`config.mk`:
```
export PLATFORM = sky130hd
export DESIGN_NAME = rx_desc_status_writer
export DESIGN_NICKNAME = d
export VERILOG_FILES = /design/src/rtl/rxd_pkg.sv /design/src/rtl/rxd_addr_class.sv /design/src/rtl/rxd_buf_split.sv /design/src/rtl/rxd_status_merge.sv /design/src/rtl/rx_desc_status_writer.sv
export SDC_FILE = /design/constraint.sdc
export NUM_CORES = 1
export LEC_CHECK = 0
export CAP_MARGIN = 20
export CORE_MARGIN = 3
export CORE_UTILIZATION = 25
export DETAILED_ROUTE_END_ITERATION = 7
export DONT_BUFFER_PORTS = 1
export MAX_ROUTING_LAYER = met4
export SLEW_MARGIN = 10
export SYNTH_ARGS = -nofsm -noshare
export SYNTH_HDL_FRONTEND = slang
export SYNTH_SLANG_ARGS = --single-unit
```
`constraint.sdc`:
```
create_clock -name clk -period 8.26 [get_ports clk]
set_input_delay 1.239 -clock clk [delete_from_list [all_inputs] [get_ports clk]]
set_output_delay 1.239 -clock clk [all_outputs]
set_load 0.03 [all_outputs]
```
`src/rtl/rxd_pkg.sv`:
```
// Shared types for the receive descriptor status writer.
// Assumes an 8-bit status word whose bit order is fixed by the descriptor format.
package rxd_pkg;
    typedef struct packed {
        logic truncated;   // bit 7
        logic overrun;     // bit 6
        logic broadcast;   // bit 5
        logic multicast;   // bit 4
        logic miss;        // bit 3
        logic len_viol;    // bit 2
        logic non_octet;   // bit 1
        logic crc_err;     // bit 0
    } rx_stat_t;
endpackage

```
`src/rtl/rxd_addr_class.sv`:
```
// Destination address classifier.
// Watches the first six bytes of a frame and reports, on the current beat,
// whether the frame is broadcast or multicast.
// Assumes the frame ends with a beat carrying eof, after which state restarts.
module rxd_addr_class (
    input  logic       clk,
    input  logic       rst_n,
    input  logic       beat,
    input  logic       eof,
    input  logic [7:0] byte_in,
    output logic       is_bcast,
    output logic       is_mcast
);
    localparam int DA_BYTES = 6;

    logic [2:0] idx_q;
    logic       allff_q;
    logic       grp_q;
    logic       in_da;
    logic       allff_nxt;
    logic       grp_nxt;
    logic       da_done;

    // Combine the stored state with the byte on this beat.
    always_comb begin
        in_da     = (idx_q < 3'(DA_BYTES));
        allff_nxt = allff_q & (!in_da | (byte_in == 8'hFF));
        grp_nxt   = (idx_q == 3'd0) ? byte_in[0] : grp_q;
        da_done   = (idx_q >= 3'(DA_BYTES - 1));
        is_bcast  = allff_nxt & da_done;
        is_mcast  = grp_nxt & !is_bcast;
    end

    // Track position inside the destination field and the running flags.
    always_ff @(posedge clk) begin
        if (!rst_n) begin
            idx_q   <= '0;
            allff_q <= 1'b1;
            grp_q   <= 1'b0;
        end else if (beat) begin
            if (eof) begin
                idx_q   <= '0;
                allff_q <= 1'b1;
                grp_q   <= 1'b0;
            end else begin
                if (in_da) idx_q <= idx_q + 3'd1;
                allff_q <= allff_nxt;
                grp_q   <= grp_nxt;
            end
        end
    end
endmodule

```
`src/rtl/rxd_buf_split.sv`:
```
// Buffer splitter.
// Counts frame bytes, keeps only the first TRUNC_LIMIT of them, and flags
// the beat on which a kept byte fills a buffer of BUF_BYTES.
// Assumes LEN_W is wide enough for TRUNC_LIMIT; the total count saturates.
module rxd_buf_split #(
    parameter int BUF_BYTES   = 64,
    parameter int TRUNC_LIMIT = 2032,
    parameter int LEN_W       = 16
) (
    input  logic             clk,
    input  logic             rst_n,
    input  logic             beat,
    input  logic             eof,
    output logic             close_mid,
    output logic [LEN_W-1:0] total_nxt,
    output logic [LEN_W-1:0] last_len
);
    localparam int               BUF_W   = $clog2(BUF_BYTES + 1);
    localparam logic [BUF_W-1:0] BUF_L   = BUF_W'(BUF_BYTES);
    localparam logic [LEN_W-1:0] TRUNC_L = LEN_W'(TRUNC_LIMIT);

    logic [BUF_W-1:0] fill_q;
    logic [LEN_W-1:0] total_q;
    logic [BUF_W-1:0] fill_inc;
    logic             keep;

    // Next counts and the buffer-full condition for this beat.
    always_comb begin
        keep      = (total_q < TRUNC_L);
        fill_inc  = fill_q + BUF_W'(1);
        total_nxt = (&total_q) ? total_q : total_q + LEN_W'(1);
        close_mid = beat & keep & !eof & (fill_inc == BUF_L);
        last_len  = (total_nxt > TRUNC_L) ? TRUNC_L : total_nxt;
    end

    // Advance buffer fill and frame totals; restart on end of frame.
    always_ff @(posedge clk) begin
        if (!rst_n) begin
            fill_q  <= '0;
            total_q <= '0;
        end else if (beat) begin
            if (eof) begin
                fill_q  <= '0;
                total_q <= '0;
            end else begin
                total_q <= total_nxt;
                if (keep) fill_q <= close_mid ? '0 : fill_inc;
            end
        end
    end
endmodule

```
`src/rtl/rxd_status_merge.sv`:
```
// Status merge.
// Forms the final status word from the raw indications with the fixed
// precedence: overrun clears miss, length, non-octet and CRC flags, and a
// non-octet frame never reports a CRC error. Purely combinational.
module rxd_status_merge #(
    parameter int TRUNC_LIMIT = 2032,
    parameter int LEN_W       = 16
) (
    input  logic             bcast,
    input  logic             mcast,
    input  logic             promisc,
    input  logic             addr_hit,
    input  logic [LEN_W-1:0] frame_len,
    input  logic [LEN_W-1:0] max_len,
    input  logic [2:0]       resid,
    input  logic             crc_ok,
    input  logic             ovr,
    output rxd_pkg::rx_stat_t stat
);
    localparam logic [LEN_W-1:0] TRUNC_L = LEN_W'(TRUNC_LIMIT);

    logic odd_bits;

    // Apply the flag precedence to the raw indications.
    always_comb begin
        odd_bits       = (resid != 3'd0);
        stat.truncated = (frame_len > TRUNC_L);
        stat.overrun   = ovr;
        stat.broadcast = bcast;
        stat.multicast = mcast;
        stat.miss      = !ovr & promisc & !addr_hit;
        stat.len_viol  = !ovr & (frame_len > max_len);
        stat.non_octet = !ovr & odd_bits & !crc_ok;
        stat.crc_err   = !ovr & !odd_bits & !crc_ok;
    end
endmodule

```
`src/rtl/rx_desc_status_writer.sv`:
```
// Receive descriptor status writer (top).
// Splits one received frame into fixed-size buffers and writes one descriptor
// per closed buffer, one cycle after the closing byte. Only the last
// descriptor carries length of the whole frame and status.
// Assumes one byte per rx_valid beat and that rx_eof marks the final byte.
module rx_desc_status_writer #(
    parameter int BUF_BYTES   = 64,
    parameter int TRUNC_LIMIT = 2032,
    parameter int LEN_W       = 16
) (
    input  logic             clk,
    input  logic             rst_n,
    input  logic             promisc_en,
    input  logic [LEN_W-1:0] max_frame_len,
    input  logic             rx_valid,
    input  logic [7:0]       rx_data,
    input  logic             rx_eof,
    input  logic [2:0]       rx_resid_bits,
    input  logic             rx_crc_ok,
    input  logic             rx_fifo_ovr,
    input  logic             rx_addr_hit,
    output logic             desc_wr,
    output logic [LEN_W-1:0] desc_len,
    output logic             desc_last,
    output logic [7:0]       desc_status
);
    import rxd_pkg::*;

    localparam logic [LEN_W-1:0] BUF_LEN = LEN_W'(BUF_BYTES);

    logic             beat_eof;
    logic             is_bcast;
    logic             is_mcast;
    logic             close_mid;
    logic [LEN_W-1:0] total_nxt;
    logic [LEN_W-1:0] last_len;
    logic             ovr_q;
    logic             ovr_nxt;
    rx_stat_t         stat;

    // End-of-frame beat and sticky overrun including this beat.
    always_comb begin
        beat_eof = rx_valid & rx_eof;
        ovr_nxt  = ovr_q | (rx_valid & rx_fifo_ovr);
    end

    rxd_addr_class u_addr (
        .clk      (clk),
        .rst_n    (rst_n),
        .beat     (rx_valid),
        .eof      (rx_eof),
        .byte_in  (rx_data),
        .is_bcast (is_bcast),
        .is_mcast (is_mcast)
    );

    rxd_buf_split #(
        .BUF_BYTES   (BUF_BYTES),
        .TRUNC_LIMIT (TRUNC_LIMIT),
        .LEN_W       (LEN_W)
    ) u_split (
        .clk       (clk),
        .rst_n     (rst_n),
        .beat      (rx_valid),
        .eof       (rx_eof),
        .close_mid (close_mid),
        .total_nxt (total_nxt),
        .last_len  (last_len)
    );

    rxd_status_merge #(
        .TRUNC_LIMIT (TRUNC_LIMIT),
        .LEN_W       (LEN_W)
    ) u_merge (
        .bcast     (is_bcast),
        .mcast     (is_mcast),
        .promisc   (promisc_en),
        .addr_hit  (rx_addr_hit),
        .frame_len (total_nxt),
        .max_len   (max_frame_len),
        .resid     (rx_resid_bits),
        .crc_ok    (rx_crc_ok),
        .ovr       (ovr_nxt),
        .stat      (stat)
    );

    // Remember an overrun seen anywhere in the current frame.
    always_ff @(posedge clk) begin
        if (!rst_n)        ovr_q <= 1'b0;
        else if (beat_eof) ovr_q <= 1'b0;
        else               ovr_q <= ovr_nxt;
    end

    // Register the descriptor once per closed buffer; fields hold otherwise.
    always_ff @(posedge clk) begin
        if (!rst_n) begin
            desc_wr     <= 1'b0;
            desc_len    <= '0;
            desc_last   <= 1'b0;
            desc_status <= '0;
        end else begin
            desc_wr <= beat_eof | close_mid;
            if (beat_eof) begin
                desc_len    <= last_len;
                desc_last   <= 1'b1;
                desc_status <= stat;
            end else if (close_mid) begin
                desc_len    <= BUF_LEN;
                desc_last   <= 1'b0;
                desc_status <= '0;
            end
        end
    end
endmodule

```
==> results of run 1 <==
worst reg2reg max path, stage by stage (launching register included):
cell       delay, ns
dfxtp_1         0.44
ha_1            0.28
and4_1          0.43
nand4_1         0.50
a31o_2          0.38
nand2_1         0.11
ha_1            0.26
a21o_1          0.18
a21o_1          0.16
a21o_1          0.16
a21o_1          0.17
a2111oi_0       0.72
a211oi_1        0.12
a221o_1         0.29
cells in the mapped netlist (all sizes together), types with 3 or more instances:
cell type / number / area share (%)
dfxtp: 55 / 34
nor2: 45 / 5.2
nand2: 31 / 3.6
inv: 30 / 3.5
a21oi: 29 / 4.5
ha: 22 / 8.5
clkbuf: 18 / 2.1
nor3: 17 / 3.0
a22oi: 14 / 3.3
nand3: 14 / 2.2
and3: 13 / 2.5
o21ai: 12 / 1.9
nand4: 11 / 2.1
buf: 9 / 1.9
a21o: 7 / 1.6
and4: 7 / 2.0
xnor2: 7 / 1.9
a31oi: 6 / 1.2
o22ai: 5 / 0.97
a22o: 4 / 1.1
a31o: 4 / 1.1
and2: 4 / 0.77
mux2: 4 / 1.4
mux2i: 3 / 0.93
nand2b: 3 / 0.58
nor4: 3 / 0.58
o211ai: 3 / 0.70
o21a: 3 / 0.70
xor2: 3 / 0.81
worst max-delay path by stage:
stage | start | endpoint | cells past startpoint
2_1_floorplan | u_split.total_q[0] | desc_status[2] | 15
3_3_place_gp | u_split.total_q[0] | desc_status[2] | 13
3_5_place_dp | u_split.total_q[0] | desc_status[2] | 13
4_1_cts | u_split.total_q[0] | desc_status[2] | 13
5_1_grt | u_split.total_q[1] | desc_status[2] | 13
6_report | u_split.total_q[0] | desc_status[2] | 13
sequential cells by signal, summed over array words and instances (netlist names):
signal / flops
desc_len: 16
ovr_q: 1
u_split.fill_q: 7
desc_wr: 1
desc_status: 8
u_addr.allff_q: 1
u_split.total_q: 16
u_addr.grp_q: 1
desc_last: 1
u_addr.idx_q: 3
metal layers:
metal  global-route usage [%]  vias up  wire length (um)
met4                     3.44        0                94
met2                     18.1      106              3690
met1                     17.2     1371              4160
met3                     3.63       11               714
met5                        -        -                 0
li1                         -     1417                 -
logic make-up (layout without fill, tap and decap cells):
logic type	Yosys count	count (layout)	share of synthesized area, %
AO/OA/AOI/OAI	99	99	20.1
buffers and inverters	57	40	7.47
adder cells (fa/ha/maj)	22	22	8.52
XOR/XNOR	10	10	2.71
flip-flops	55	55	34.1
multiplexers	7	7	2.32
AND/OR/NAND/NOR	157	157	24.8
stage by stage:
step	setup slack [ns]	cell area (um2)	std cells	util, %
after floorplan	4.91	3230	407	-
after global placement	4.15	3320	549	27.0
after detailed placement	4.08	3320	549	27.0
after CTS	4.06	3490	557	28.4
after global routing	3.67	3500	558	28.4
final	3.96	3500	558	28.4
power breakdown:
group	leakage [nW]	switching (mW)	internal, mW
combinational	0.959	0.0262	0.0146
sequential	0.446	0.0138	0.271
clock	0.0804	0.103	0.144
total	1.49	0.143	0.430
layout make-up:
cell class | instances | area [um2]
Timing Repair Buffer | 2 | 15.0
Sequential cell | 55 | 1100
Tap cell | 168 | 210
Clock inverter | 3 | 46.3
Fill cell | 1360 | 8810
Clock buffer | 5 | 125
Inverter | 30 | 113
Multi-Input combinational cell | 295 | 1890
cells in the final DEF, fill, tap and decap left out, types with 4 or more instances in the layout:
master and instances:
ha_1 22, and2_1 4, nor3_1 16, o22ai_1 5, inv_1 30, o21ai_0 12, a21o_1 7, a31oi_1 6
a21oi_1 29, clkbuf_16 5, dfxtp_1 55, mux2_2 4, xnor2_1 7, nand4_1 11, a22o_1 4, and3_1 13
a31o_2 4, nor2_1 45, nand2_1 31, nand3_1 14, and4_1 6, a22oi_1 14
==> out/metrics.yaml, run 1 <==
run_status:
  status: "finished clean"
yosys:
  synth-seq-cells: 55
  syn-instance-count: 407
  yosysUniqueCellTypes: 52
  synthArstFlopShare_pct: 0
  syn_nets: 464
  syn_avg_cell_area_um2: 7.94
  synthesis.area_mm2: 0.00323
  synth_edf_count: 0
  synth-seq-area-share_pct: 34.1
  yosys_warnings: 0
  synth-main-ff-cell: "dfxtp_1"
cells_and_area:
  insertedDiodeCount: 0
  syn_to_final_growth_pct: 8.29
  nNetsFinal: 446
  drive_gt1_share_pct: 5.38
clock_network:
  postCtsSetupBuffers: 0
  cts_tree: "yes"
  cts.clk_slew.worst_paths_ns: 0.07
  clock_latency_ns: 0.30
  post_cts_resized: 0
  htreeDepth: 2
  clock-sinks: 55
  ctsRootBufferMaster: "clkbuf_16"
  clock_path_buffers: 2
  cts_made_buffers: 5
  postCtsHoldBufs: 0
floorplan:
  rows: 40
  core_area_mm2: 0.0123
  die_w_um: 120
  initial_core_util_pct: 26.3
  io_pins: 61
  dieArea_mm2: 0.0143
  dieHeight_um: 120
worst_setup_path:
  r2r-end: "desc_status[2]"
  end_kind: "flip-flop"
  worstPathArrival_ns: 4.49
  required_ns: 8.45
  slowest_stage: "a2111oi_0"
  cp_max_fo: 11
  r2r-start: "u_split.total_q[0]"
  worst_r2r_path_depth: 13
  crit_top_cell: "a21o_1"
  crit_family: "compound AO/OA/AOI/OAI gates"
  path_cells: "ha_1, and4_1, nand4_1, a31o_2, nand2_1, ha_1, a21o_1, a21o_1, a21o_1, a21o_1, a2111oi_0, a211oi_1, a221o_1"
  critPathBufInv: 0
  reg2reg_slack_ns: 3.96
  cp-start-kind: "flip-flop"
  critPathKind: "flip-flop to flip-flop"
  critPathMaxStageDelay_ns: 0.72
routing:
  wl_per_cell_um: 15.5
  dr_total_vias: 2905
  drt_pre_antenna_iters: 4
  drc: 0
  wl_um: 8660
  ant_nets: 0
  drtIter0Drc: 192
  vias_per_cell: 5.21
min_path:
  hold_path_class: "flip-flop to flip-flop"
  holdPathEnd: "u_addr.allff_q"
  hold_depth: 2
  worstHoldStart: "u_addr.allff_q"
sta:
  max_freq_mhz: 232
  worst_slew_pin_slew_ns: 0.906
  relSlewSlack_pct: 39.1
  holdWs_ns: 0.503
  post-route-period-util_pct: 52.1
  clock_skew_ns: 0.00323
  finalSetupViolCount: 0
  rsz0062_at_grt: "false"
  min_period_ns: 4.30
  hold_viol_final: 0
  final-max-slew-violation-count: 0
  setup_tns_ns: 0
placement:
  gp_congestion: 0.904
  dp_hpwl_um: 6560
  port_buffers: 0
grt:
  grt_pass1_wl_um: 14200
  antenna_found_initial: 0
  grt_max_degree: 24
  first_global_vias: 2768
  grt_overflow: 0
  grt_usage_pct: 12.6
power:
  vdd_ir_drop_max_mv: 0.0918
  p_per_area_mw_per_mm2: 164
  leakage_nw: 1.49
  p_total_mw: 0.573
job:
  drv_cap: 0
Note: power is estimated with default switching activity, not from simulation.
==> inputs of run 2 (changes only) <==
clock period = 3.5 ns   (was 8.26 ns; I/O delays follow)
==> out/metrics.yaml, run 2 (same netlist as run 1, synthesis figures left out) <==
floorplan:
  io_pins: 61  # unchanged
  rows: 40  # unchanged
  die_w_um: 120  # unchanged
  dieHeight_um: 120  # unchanged
  core_area_mm2: 0.0123  # unchanged
  dieArea_mm2: 0.0143  # unchanged
  initial_core_util_pct: 26.3  # unchanged
worst_setup_path:
  reg2reg_slack_ns: 0.25  # was 3.96 ns
  r2r-end: "desc_status[2]"  # unchanged
  worstPathArrival_ns: 3.44  # was 4.49 ns
  cp-start-kind: "flip-flop"  # unchanged
  slowest_stage: "dfxtp_1"  # was a2111oi_0
  end_kind: "flip-flop"  # unchanged
  critPathBufInv: 1  # was 0
  cp_max_fo: 9  # was 11
  required_ns: 3.70  # was 8.45 ns
  r2r-start: "u_split.total_q[1]"  # was u_split.total_q[0]
  crit_top_cell: "a21o_1"  # unchanged
  critPathKind: "flip-flop to flip-flop"  # unchanged
  crit_family: "compound AO/OA/AOI/OAI gates"  # unchanged
  worst_r2r_path_depth: 12  # was 13
  path_cells: "ha_2, and4_1, buf_4, nand4_1, mux2_2, ha_1, a21o_1, a21o_1, a21o_1, a2111oi_1, a211oi_1, a221o_1"  # was ha_1, and4_1, nand4_1, a31o_2, nand2_1, ha_1, a21o_1, a21o_1, a21o_1, a21o_1, a2111oi_0, a211oi_1, a221o_1
  critPathMaxStageDelay_ns: 0.45  # was 0.72 ns
routing:
  wl_per_cell_um: 16.1  # was 15.5 um
  ant_nets: 0  # unchanged
  drtIter0Drc: 158  # was 192
  drc: 0  # unchanged
  drt_pre_antenna_iters: 5  # was 4
  vias_per_cell: 5.25  # was 5.21
  wl_um: 9130  # was 8660 um
  dr_total_vias: 2970  # was 2,905
sta:
  setup_tns_ns: 0  # unchanged
  min_period_ns: 3.25  # was 4.30 ns
  post-route-period-util_pct: 92.8  # was 52.1%
  hold_viol_final: 0  # unchanged
  max_freq_mhz: 308  # was 232 MHz
  finalSetupViolCount: 0  # unchanged
  relSlewSlack_pct: 58.6  # was 39.1%
  rsz0062_at_grt: "false"  # unchanged
  final-max-slew-violation-count: 0  # unchanged
  clock_skew_ns: 0.00868  # was 0.00323 ns
  worst_slew_pin_slew_ns: 0.616  # was 0.906 ns
run_status:
  status: "finished clean"  # unchanged
grt:
  grt_max_degree: 41  # was 24
  antenna_found_initial: 0  # unchanged
  grtUsageMet3_pct: 3.49  # was 3.63%
  grt.busiest_layer: "met2"  # unchanged
  grt_usage_pct: 13.4  # was 12.6%
  first_global_vias: 2904  # was 2,768
  grt_overflow: 0  # unchanged
  grt_pass1_wl_um: 14900  # was 14,200 um
  grt_use_met2_pct: 19.0  # was 18.1%
  use_met1_pct: 18.0  # was 17.2%
clock_network:
  post_cts_resized: 0  # unchanged
  cts_made_buffers: 5  # unchanged
  clock_path_buffers: 2  # unchanged
  cts.clk_slew.worst_paths_ns: 0.08  # was 0.07 ns
  ctsRootBufferMaster: "clkbuf_16"  # unchanged
  postCtsHoldBufs: 0  # unchanged
  postCtsSetupBuffers: 0  # unchanged
  htreeDepth: 2  # unchanged
  clock-sinks: 55  # unchanged
  cts_tree: "yes"  # unchanged
  clock_latency_ns: 0.31  # was 0.30 ns
cells_and_area:
  syn_to_final_growth_pct: 9.60  # was 8.29%
  insertedDiodeCount: 0  # unchanged
  layout.cells.non_filler: 566  # was 558
  top_regs: "desc_len (16), u_split.total_q (16), desc_status (8)"  # unchanged
  n_fill_cell: 1337  # was 1,360
  final_common_cell: "dfxtp_1"  # unchanged
  nNetsFinal: 455  # was 446
  layout_common_cells: "dfxtp_1, nor2_1, nand2_1"  # unchanged
  drive_gt1_share_pct: 7.54  # was 5.38%
placement:
  dp_hpwl_um: 6860  # was 6560 um
  port_buffers: 0  # unchanged
  dp_cells: 559  # was 549
  gp_congestion: 0.952  # was 0.904
min_path:
  worstHoldStart: "rst_n"  # was u_addr.allff_q
  holdPathEnd: "u_addr.allff_q"  # unchanged
  hold_path_class: "primary input to flip-flop"  # was flip-flop to flip-flop
  hold_depth: 1  # was 2
power:
  leakage_nw: 1.52  # was 1.49 nW
  vdd_ir_drop_max_mv: 0.180  # was 0.0918 mV
  p_per_area_mw_per_mm2: 361  # was 164 mW/mm2
job:
  drv_cap: 0  # unchanged
[run 2: power by group]
group,total [mW],switching (mW),leakage [nW],internal (mW)
logic,0.100,0.0647,1.00,0.0357
registers,0.673,0.0324,0.446,0.641
clock network,0.507,0.241,0.0703,0.266
total,1.28,0.338,1.52,0.942
[run 2: stage by stage]
step | total power, mW | util, % | hold slack (ns) | area (um2) | setup WS (ns)
2_1_floorplan | 0.763 | - | 0.452 | 3230 | 0.147
3_3_place_gp | 0.785 | 27.6 | 0.475 | 3400 | 0.358
3_5_place_dp | 0.788 | 27.6 | 0.481 | 3400 | 0.248
4_1_cts | 1.30 | 28.7 | 0.287 | 3540 | 0.245
5_1_grt | 1.34 | 28.8 | 0.295 | 3540 | 0.0213
6_report | 1.28 | 28.8 | 0.295 | 3540 | 0.253
[run 2: routing by layer]
| metal | wire length, um | share of wire, % |
|---|---|---|
| met1 | 4290 | 47 |
| met2 | 3870 | 42 |
| met3 | 688 | 7.5 |
| met4 | 285 | 3.1 |
| met5 | 0 | 0 |
[run 2: worst max-delay path by stage]
stage	from	to	slack [ns]	depth (start not counted)
finish	u_split.total_q[1]	desc_status[2]	0.25	12
CTS	u_split.total_q[0]	desc_status[2]	0.25	12
global placement	u_split.total_q[0]	desc_status[2]	0.36	13
floorplan	u_split.total_q[0]	desc_status[2]	0.15	15
global route	u_split.total_q[1]	desc_status[2]	0.02	12
detailed placement	u_split.total_q[0]	desc_status[2]	0.25	12
[run 2: final cells by class]
cell class	count	area, um2	area share (%)
clock buffers	5	125	3.53
inverters	30	113	3.18
clock inverters	2	17.5	0.495
multi-input cells	295	1890	53.4
repair buffers	11	82.6	2.33
flip-flops and latches	55	1100	31.1
well taps	168	210	5.93
==> inputs of run 3 (changes only) <==
MAX_ROUTING_LAYER = default   (was met4)
==> out/metrics.yaml, run 3 (same netlist as run 1, synthesis figures left out) <==
routing:
  wl_um: 8960  # was 9130 um
  vias_per_cell: 5.08  # was 5.25
  drtIter0Drc: 188  # was 158
  drt_pre_antenna_iters: 4  # was 5
  dr_total_vias: 2888  # was 2,970
  wl_per_cell_um: 15.8  # was 16.1 um
  ant_nets: 0  # unchanged
  drc: 0  # unchanged
clock_network:
  ctsRootBufferMaster: "clkbuf_16"  # unchanged
  postCtsHoldBufs: 0  # unchanged
  postCtsSetupBuffers: 0  # unchanged
  cts_made_buffers: 5  # unchanged
  cts_tree: "yes"  # unchanged
  clock_latency_ns: 0.30  # was 0.31 ns
  clock-sinks: 55  # unchanged
  htreeDepth: 2  # unchanged
  clock_path_buffers: 2  # unchanged
  cts.clk_slew.worst_paths_ns: 0.07  # was 0.08 ns
sta:
  final-max-slew-violation-count: 0  # unchanged
  max_freq_mhz: 311  # was 308 MHz
  setup_tns_ns: 0  # unchanged
  holdWs_ns: 0.314  # was 0.295 ns
  fin_ws_ns: 0.283  # was 0.253 ns
  hold_viol_final: 0  # unchanged
  min_period_ns: 3.22  # was 3.25 ns
  clock_skew_ns: 0.00827  # was 0.00868 ns
  finalSetupViolCount: 0  # unchanged
  post-route-period-util_pct: 91.9  # was 92.8%
  worst_slew_pin_slew_ns: 0.667  # was 0.616 ns
  relSlewSlack_pct: 55.2  # was 58.6%
  rsz0062_at_grt: "false"  # unchanged
worst_setup_path:
  slowest_stage: "dfxtp_1"  # unchanged
  r2r-end: "desc_status[2]"  # unchanged
  worst_r2r_path_depth: 12  # unchanged
  required_ns: 3.69  # was 3.70 ns
  r2r-start: "u_split.total_q[0]"  # was u_split.total_q[1]
  cp_max_fo: 9  # unchanged
  crit_top_cell: "a21o_1"  # unchanged
  critPathMaxStageDelay_ns: 0.45  # about the same
  path_cells: "ha_2, and4_1, buf_4, nand4_1, mux2_2, ha_1, a21o_1, a21o_1, a21o_1, a2111oi_1, a211oi_1, a221o_1"  # unchanged
  end_kind: "flip-flop"  # unchanged
  critPathKind: "flip-flop to flip-flop"  # unchanged
  cp-start-kind: "flip-flop"  # unchanged
  reg2reg_slack_ns: 0.28  # was 0.25 ns
  worstPathArrival_ns: 3.41  # was 3.44 ns
placement:
  dpl_cell_area_mm2: 0.00340  # about the same
  gp_congestion: 0.936  # was 0.952
  port_buffers: 0  # unchanged
  dp_hpwl_um: 6790  # was 6860 um
  dp_slack_ns: 0.244  # was 0.248 ns
cells_and_area:
  fin_area_mm2: 0.00355  # was 0.00354 mm2
  multi_input_area_mm2: 0.00189  # unchanged
  n_fill_cell: 1363  # was 1,337
  final_common_cell: "dfxtp_1"  # unchanged
  insertedDiodeCount: 0  # unchanged
  top_regs: "desc_len (16), u_split.total_q (16), desc_status (8)"  # unchanged
  seqCellArea_mm2: 0.00110  # unchanged
  syn_to_final_growth_pct: 9.91  # was 9.60%
  drive_gt1_share_pct: 7.75  # was 7.54%
  nNetsFinal: 456  # was 455
  layout_common_cells: "dfxtp_1, nor2_1, nand2_1"  # unchanged
grt:
  antenna_found_initial: 0  # unchanged
  grt_overflow: 0  # unchanged
  grt_pass1_wl_um: 14600  # was 14,900 um
  first_global_vias: 2805  # was 2,904
  grt_max_degree: 41  # unchanged
  grt_usage_pct: 12.7  # was 13.4%
job:
  drv_cap: 0  # unchanged
min_path:
  hold_depth: 1  # unchanged
  hold_path_class: "primary input to flip-flop"  # unchanged
  worstHoldStart: "rx_valid"  # was rst_n
  holdPathEnd: "u_addr.idx_q[2]"  # was u_addr.allff_q
run_status:
  status: "finished clean"  # unchanged
floorplan:
  rows: 40  # unchanged
  core_area_mm2: 0.0123  # unchanged
  initial_core_util_pct: 26.3  # unchanged
  io_pins: 61  # unchanged
  dieArea_mm2: 0.0143  # unchanged
  dieHeight_um: 120  # unchanged
  die_w_um: 120  # unchanged
power:
  vdd_ir_drop_max_mv: 0.193  # was 0.180 mV
  p_per_area_mw_per_mm2: 360  # was 361 mW/mm2
  leakage_nw: 1.52  # about the same
## run 3: changes by cell type in the layout (fill, tap and decap cells not counted), sizes merged
cell,previous run,this run
clkbuf,5,6
clkinv,1,0
buf,11,12
clkinvlp,0,1
## run 3: stage by stage
stage	total power, mW	instances	util [%]
after floorplan	0.763	407	-
after global placement	0.785	560	27.6
after detailed placement	0.788	560	27.6
after CTS	1.30	568	28.8
after global routing	1.34	568	28.9
final	1.28	568	28.9
## run 3: power by group
| group | switching [mW] | total [mW] | internal (mW) |
|---|---|---|---|
| registers | 0.0325 | 0.673 | 0.641 |
| logic | 0.0639 | 0.0993 | 0.0355 |
| clock network | 0.236 | 0.505 | 0.269 |
| total | 0.333 | 1.28 | 0.945 |
## run 3: layout make-up
cell class	instances	area share [%]
well taps	168	5.92
flip-flops and latches	55	31.0
clock buffers	6	3.63
repair buffers	12	2.54
clock inverters	2	0.458
multi-input cells	295	53.3
inverters	30	3.17
## run 3: worst max-delay path, delay by kind of cell (launching register included)
family	cells	cell delay, ns
DFF	1	0.45
and+or+nand+nor	2	0.34
adders and majority gates	2	0.57
muxes	1	0.34
buffers and inverters	1	0.16
AOI/OAI and AO/OA	6	1.25
## run 3: worst max-delay path by stage
stage                             startpoint        endpoint  slack [ns]  cells past startpoint
after detailed placement  u_split.total_q[0]  desc_status[2]        0.24                     12
after global routing      u_split.total_q[0]  desc_status[2]        0.05                     13
after floorplan           u_split.total_q[0]  desc_status[2]        0.15                     15
after global placement    u_split.total_q[0]  desc_status[2]        0.35                     13
after CTS                 u_split.total_q[0]  desc_status[2]        0.23                     12
final                     u_split.total_q[0]  desc_status[2]        0.28                     12
## run 3: routing by layer
metal	up-vias	global-route usage, %	wire length (um)
met4	0	3.87	158
met5	-	0	0
li1	1442	-	-
met3	11	3.25	619
met2	77	19.6	4000
met1	1358	17.4	4180
## run 3: repair_timing
action                     in CTS  in global routing
hold endpoints to repair        0                  0
setup endpoints to repair       0                  1
gates resized for setup         0                  2
